## config.mk

```make
export PLATFORM = sky130hd
export DESIGN_NAME = lw_subwarp_former
export DESIGN_NICKNAME = d
export VERILOG_FILES = /design/src/rtl/lw_pkg.sv /design/src/rtl/lw_lane_pick.sv /design/src/rtl/lw_issue_ctrl.sv /design/src/rtl/lw_subwarp_former.sv
export SDC_FILE = /design/constraint.sdc
export NUM_CORES = 1
export LEC_CHECK = 0
export CAP_MARGIN = 20
export CORE_ASPECT_RATIO = 2
export CORE_MARGIN = 5
export CORE_UTILIZATION = 35
export DETAILED_ROUTE_END_ITERATION = 10
export PLACE_DENSITY = 0.69
export SLEW_MARGIN = 20
export SYNTH_ARGS = -nofsm -noshare
export SYNTH_HDL_FRONTEND = slang
export SYNTH_SLANG_ARGS = --single-unit
```

## constraint.sdc

```tcl
create_clock -name clk_i -period 3.8 [get_ports clk_i]
set_clock_uncertainty 0.05 [all_clocks]
set_input_delay 0.38 -clock clk_i [delete_from_list [all_inputs] [get_ports clk_i]]
set_output_delay 0.38 -clock clk_i [all_outputs]
set_load 0.005 [all_outputs]
```

## src/rtl/lw_pkg.sv

```systemverilog
package lw_pkg;
  typedef enum logic [1:0] {ST_IDLE, ST_RUN, ST_DONE} lw_state_e;
endpackage

```

## src/rtl/lw_lane_pick.sv

```systemverilog
module lw_lane_pick #(
  parameter int ROWS  = 4,
  parameter int ROW_W = 2
) (
  input  logic [ROWS-1:0]  col_i,
  output logic             act_o,
  output logic [ROW_W-1:0] row_o,
  output logic [ROWS-1:0]  clr_o
);
  // lowest set row wins
  always_comb begin
    row_o = '0;
    clr_o = '0;
    for (int r = ROWS-1; r >= 0; r--) begin
      if (col_i[r]) begin
        row_o = ROW_W'(r);
        clr_o = ROWS'(1) << r;
      end
    end
  end
  assign act_o = |col_i;
endmodule

```

## src/rtl/lw_issue_ctrl.sv

```systemverilog
module lw_issue_ctrl
  import lw_pkg::*;
#(
  parameter int CNT_W = 3
) (
  input  logic             clk_i,
  input  logic             rst_ni,
  input  logic             load_i,
  input  logic             ready_i,
  input  logic             pend_i,
  input  logic             left_i,
  output logic             load_en_o,
  output logic             fire_o,
  output logic             done_o,
  output logic [CNT_W-1:0] cnt_o
);
  lw_state_e state_q, state_d;

  assign load_en_o = (state_q == ST_IDLE) && load_i;
  assign fire_o    = (state_q == ST_RUN) && pend_i && ready_i;
  assign done_o    = (state_q == ST_DONE);

  always_comb begin
    state_d = state_q;
    unique case (state_q)
      ST_IDLE: if (load_i) state_d = ST_RUN;
      ST_RUN:  if (!pend_i || (fire_o && !left_i)) state_d = ST_DONE;
      ST_DONE: state_d = ST_IDLE;
      default: state_d = ST_IDLE;
    endcase
  end

  always_ff @(posedge clk_i or negedge rst_ni) begin
    if (!rst_ni) begin
      state_q <= ST_IDLE;
      cnt_o   <= '0;
    end else begin
      state_q <= state_d;
      if (load_en_o)   cnt_o <= '0;
      else if (fire_o) cnt_o <= cnt_o + CNT_W'(1);
    end
  end
endmodule

```

## src/rtl/lw_subwarp_former.sv

```systemverilog
module lw_subwarp_former #(
  parameter int LANES = 32,
  parameter int ROWS  = 4,
  localparam int NB    = LANES * ROWS,
  localparam int ROW_W = (ROWS > 1) ? $clog2(ROWS) : 1,
  localparam int TID_W = (NB > 1) ? $clog2(NB) : 1,
  localparam int CNT_W = $clog2(ROWS + 1)
) (
  input  logic                   clk_i,
  input  logic                   rst_ni,
  input  logic                   load_i,
  input  logic [NB-1:0]          mask_i,
  input  logic                   ready_i,
  output logic                   sw_valid_o,
  output logic [LANES*TID_W-1:0] sw_tid_o,
  output logic [LANES-1:0]       sw_lane_act_o,
  output logic                   done_o,
  output logic [CNT_W-1:0]       issued_cnt_o
);
  logic [NB-1:0]    rem_q;
  logic [NB-1:0]    clr_all;
  logic [LANES-1:0] act;
  logic             load_en, fire;

  for (genvar l = 0; l < LANES; l++) begin : g_lane
    logic [ROWS-1:0]  col, clr;
    logic [ROW_W-1:0] row;
    for (genvar r = 0; r < ROWS; r++) begin : g_row
      assign col[r]              = rem_q[r*LANES+l];
      assign clr_all[r*LANES+l]  = clr[r];
    end
    lw_lane_pick #(.ROWS(ROWS), .ROW_W(ROW_W)) u_pick (
      .col_i(col), .act_o(act[l]), .row_o(row), .clr_o(clr)
    );
    assign sw_tid_o[l*TID_W +: TID_W] =
      TID_W'(TID_W'(row) * TID_W'(LANES) + TID_W'(l));
  end

  logic [NB-1:0] rem_next;
  assign rem_next = rem_q & ~clr_all;

  lw_issue_ctrl #(.CNT_W(CNT_W)) u_ctrl (
    .clk_i(clk_i), .rst_ni(rst_ni), .load_i(load_i), .ready_i(ready_i),
    .pend_i(|rem_q), .left_i(|rem_next),
    .load_en_o(load_en), .fire_o(fire), .done_o(done_o), .cnt_o(issued_cnt_o)
  );

  always_ff @(posedge clk_i or negedge rst_ni) begin
    if (!rst_ni)      rem_q <= '0;
    else if (load_en) rem_q <= mask_i;
    else if (fire)    rem_q <= rem_next;
  end

  assign sw_valid_o    = fire;
  assign sw_lane_act_o = act & {LANES{fire}};
endmodule

```

==> results.sh <==
export IMPL_worst_pin_slew_ps=958
export IMPL_syn_to_final_growth_pct=36.7
export IMPL_final_core_util_pct=48.6
export IMPL_p_int_uw=6010
export IMPL_drc=0
export IMPL_busiest_layer="met2"
export IMPL_crit_type="reg -> out"
export IMPL_p_switching_uw=4900
export IMPL_power_uw=10900
export IMPL_syn_avg_cell_area_um2=7.70
export IMPL_synth_compound_area_share_pct=20.6
export IMPL_rows=81
export IMPL_r2r_setup_slack_ps=740
export IMPL_relSlewSlack_pct=36.2
export IMPL_comb_power_share_pct=53.3
export IMPL_peakVddDrop_v=0.000363
export IMPL_dp_hpwl_mm=29.2
export IMPL_tritoncts="built"
export IMPL_ant_nets=0
export IMPL_seqPwrFrac_pct=29.6
export IMPL_grt_pass1_vias=8797
export IMPL_first_pass_iters=5
export IMPL_min_period_ps=3720
export IMPL_use_met3_pct=5.16
export IMPL_yosys_area_share_simple_pct=20.8
export IMPL_fin_crit_sh_pct=97.8
export IMPL_outcome="completed"
export IMPL_grt_use_met1_pct=25.4
export IMPL_via_per_inst=5.20
export IMPL_drt_iter0_drc=819
export IMPL_nets=1496
export IMPL_crit_path_end_kind="output pin"
export IMPL_cts_sinks=133
export IMPL_p_clk_share_pct=17.1
export IMPL_ctsHoldBuffers=0
export IMPL_required_ps=3370
export IMPL_die_h_um=233
export IMPL_ys_seq_area_share_pct=38.4
export IMPL_start_kind="flip-flop"
export IMPL_final_cell_mix="clkdlybuf4s50_1 (230), nand2_1 (196), conb_1 (160)"
export IMPL_numCtsBuffers=17
export IMPL_yosysWarningCount=0
export IMPL_insertion_delay_ps=440
export IMPL_core_region_area_mm2=0.0244
export IMPL_final_common_cell="clkdlybuf4s50_1"
export IMPL_rsz0062_at_grt="no"
export IMPL_switching_share_pct=44.9
export IMPL_setup_viol=0
export IMPL_cap_violations=0
export IMPL_io_buffers=232
export IMPL_fmax_mhz=269
export IMPL_io_pins=393
export IMPL_grt_pass1_wl_mm=53.3
export IMPL_synth_top_family_by_area="simple AND/OR/NAND/NOR gates"
export IMPL_whs_ps=3.23
export IMPL_routed_wirelength_mm=37.4
export IMPL_ys_ff_latch=133
export IMPL_grt_use_total_pct=25.7
export IMPL_overflow=0
export IMPL_use_met2_pct=46.3
export IMPL_wire_per_inst_um=21.8
export IMPL_synthAdderAreaFrac_pct=0.144
export IMPL_min_path_type="in -> async"
export IMPL_clockBufferDepth=2
export IMPL_htreeDepth=4
export IMPL_ys_types=40
export IMPL_p_per_area_mw_per_mm2=920
export IMPL_hold_viol=0
export IMPL_num_vias=8922
export IMPL_clkSlewWorstSetupHoldPaths_ps=70
export IMPL_die_w_um=121
export IMPL_design_die_area_mm2=0.0282
export IMPL_slew_violations=0
export IMPL_worst_path_max_fanout=8
export IMPL_muxShareOfSynthArea_pct=0.577
export IMPL_drive_gt1_share_pct=9.30
export IMPL_grt_antenna_before_repair=8
export IMPL_start_util_pct=35.5
export IMPL_synth_xor_area_share_pct=0
export IMPL_netlist_area_mm2=0.00868
export IMPL_clockRootBuffer="clkbuf_16"
export IMPL_grt_max_degree=99
export IMPL_gp_congestion=0.982
export IMPL_arrival_ps=3290
export IMPL_setup_tns_ps=0
export IMPL_postSynthCellCount=1126
export IMPL_p_leak_uw=0.00518
-- final timing paths --
path / startpoint / cells after the start / endpoint
worst max-delay path: rem_q[15]$_DFFE_PN0P_ / 8 / sw_lane_act_o[15]
worst min-delay path: rst_ni / 1 / rem_q[5]$_DFFE_PN0P_
worst max register to register: rem_q[15]$_DFFE_PN0P_ / 8 / rem_q[23]$_DFFE_PN0P_
worst min register to register: u_ctrl.cnt_o[2]$_DFFE_PN0P_ / 1 / u_ctrl.cnt_o[2]$_DFFE_PN0P_
max in group asynchronous: rst_ni / 2 / rem_q[11]$_DFFE_PN0P_
min in group clk_i: mask_i[114] / 3 / rem_q[114]$_DFFE_PN0P_
-- metrics by stage --
| step | cell area [um^2] | instances | setup WS [ps] |
|---|---|---|---|
| final | 11900 | 1716 | 82.6 |
| after global routing | 11900 | 1716 | 1.95 |
| after CTS | 11700 | 1701 | 0.0762 |
| after detailed placement | 10900 | 1669 | 98.9 |
| after global placement | 10900 | 1669 | 90.9 |
| after floorplan | 9270 | 1284 | 942 |
-- cells by family after synthesis --
kind of cell | Yosys count
mux | 5
simple gates | 416
fa+ha+maj | 1
compound gates | 296
flops | 133
other cells | 2
buf+inv | 273
-- power by group through the flow --
stage | sequential (uW) | clock, uW | combinational [uW]
after global routing | 3350 | 1950 | 6230
final | 3230 | 1860 | 5820
after floorplan | 2620 | 0 | 2900
after global placement | 3080 | 0 | 5570
after detailed placement | 3120 | 0 | 5590
after CTS | 3180 | 1880 | 5700
-- per-layer routing --
layer / up-vias / routed length (um)
li1: 4075 / -
met1: 4221 / 12200
met2: 513 / 19700
met3: 113 / 2670
met4: 0 / 2930
met5: - / 0
-- critical path, stage by stage, from the launching register on --
cell and delay, ps:
dfrtp_2 450, or3_4 430, or4_1 490, or3_4 370, o31ai_4 250, buf_6 170
buf_4 160, nor2_1 50, clkdlybuf4s50_1 460
-- flip-flops by register name (all words and copies together) (netlist names) --
register,flops
rem_q,128
u_ctrl.cnt_o,3
u_ctrl.state_q,2
-- synth_stat cells, drive strengths merged --
cell type	n	share of area, %
a2111oi	1	0.10
a211oi	1	0.087
a21oi	39	2.2
a221oi	2	0.20
a222oi	3	0.35
a22o	3	0.30
a22oi	12	1.0
a31oi	1	0.072
and2	3	0.22
and4	1	0.10
buf	179	15
clkbuf	60	2.6
conb	2	0.087
dfrtp	133	38
ha	1	0.14
inv	34	1.5
mux2i	5	0.58
nand2	197	8.5
nand3	6	0.35
nand4	17	1.2
nor2	107	4.6
nor2b	2	0.14
nor3	34	2.0
nor4	24	1.7
o2111ai	4	0.40
o21ai	172	9.9
o311ai	30	3.0
o31a	4	0.40
o31ai	12	1.2
o41ai	12	1.2
or3	20	1.4
or4	5	0.43
-- final cells by class --
| cell class | instances | area (um^2) |
|---|---|---|
| Clock buffer | 17 | 425 |
| Timing Repair Buffer | 299 | 2900 |
| Fill cell | 2392 | 12600 |
| Inverter | 34 | 128 |
| Antenna cell | 8 | 20.0 |
| Clock inverter | 15 | 229 |
| Tap cell | 332 | 415 |
| Multi-Input combinational cell | 878 | 4410 |
| Sequential cell | 133 | 3340 |
-- what timing repair did --
item                       4_1_cts  5_1_grt
gates cloned                     0        1
setup endpoints to repair       33       32
resized for setup               22       12
pin swaps                        2        4
setup buffers                    0        6
Power figures use the tool's default switching activity.
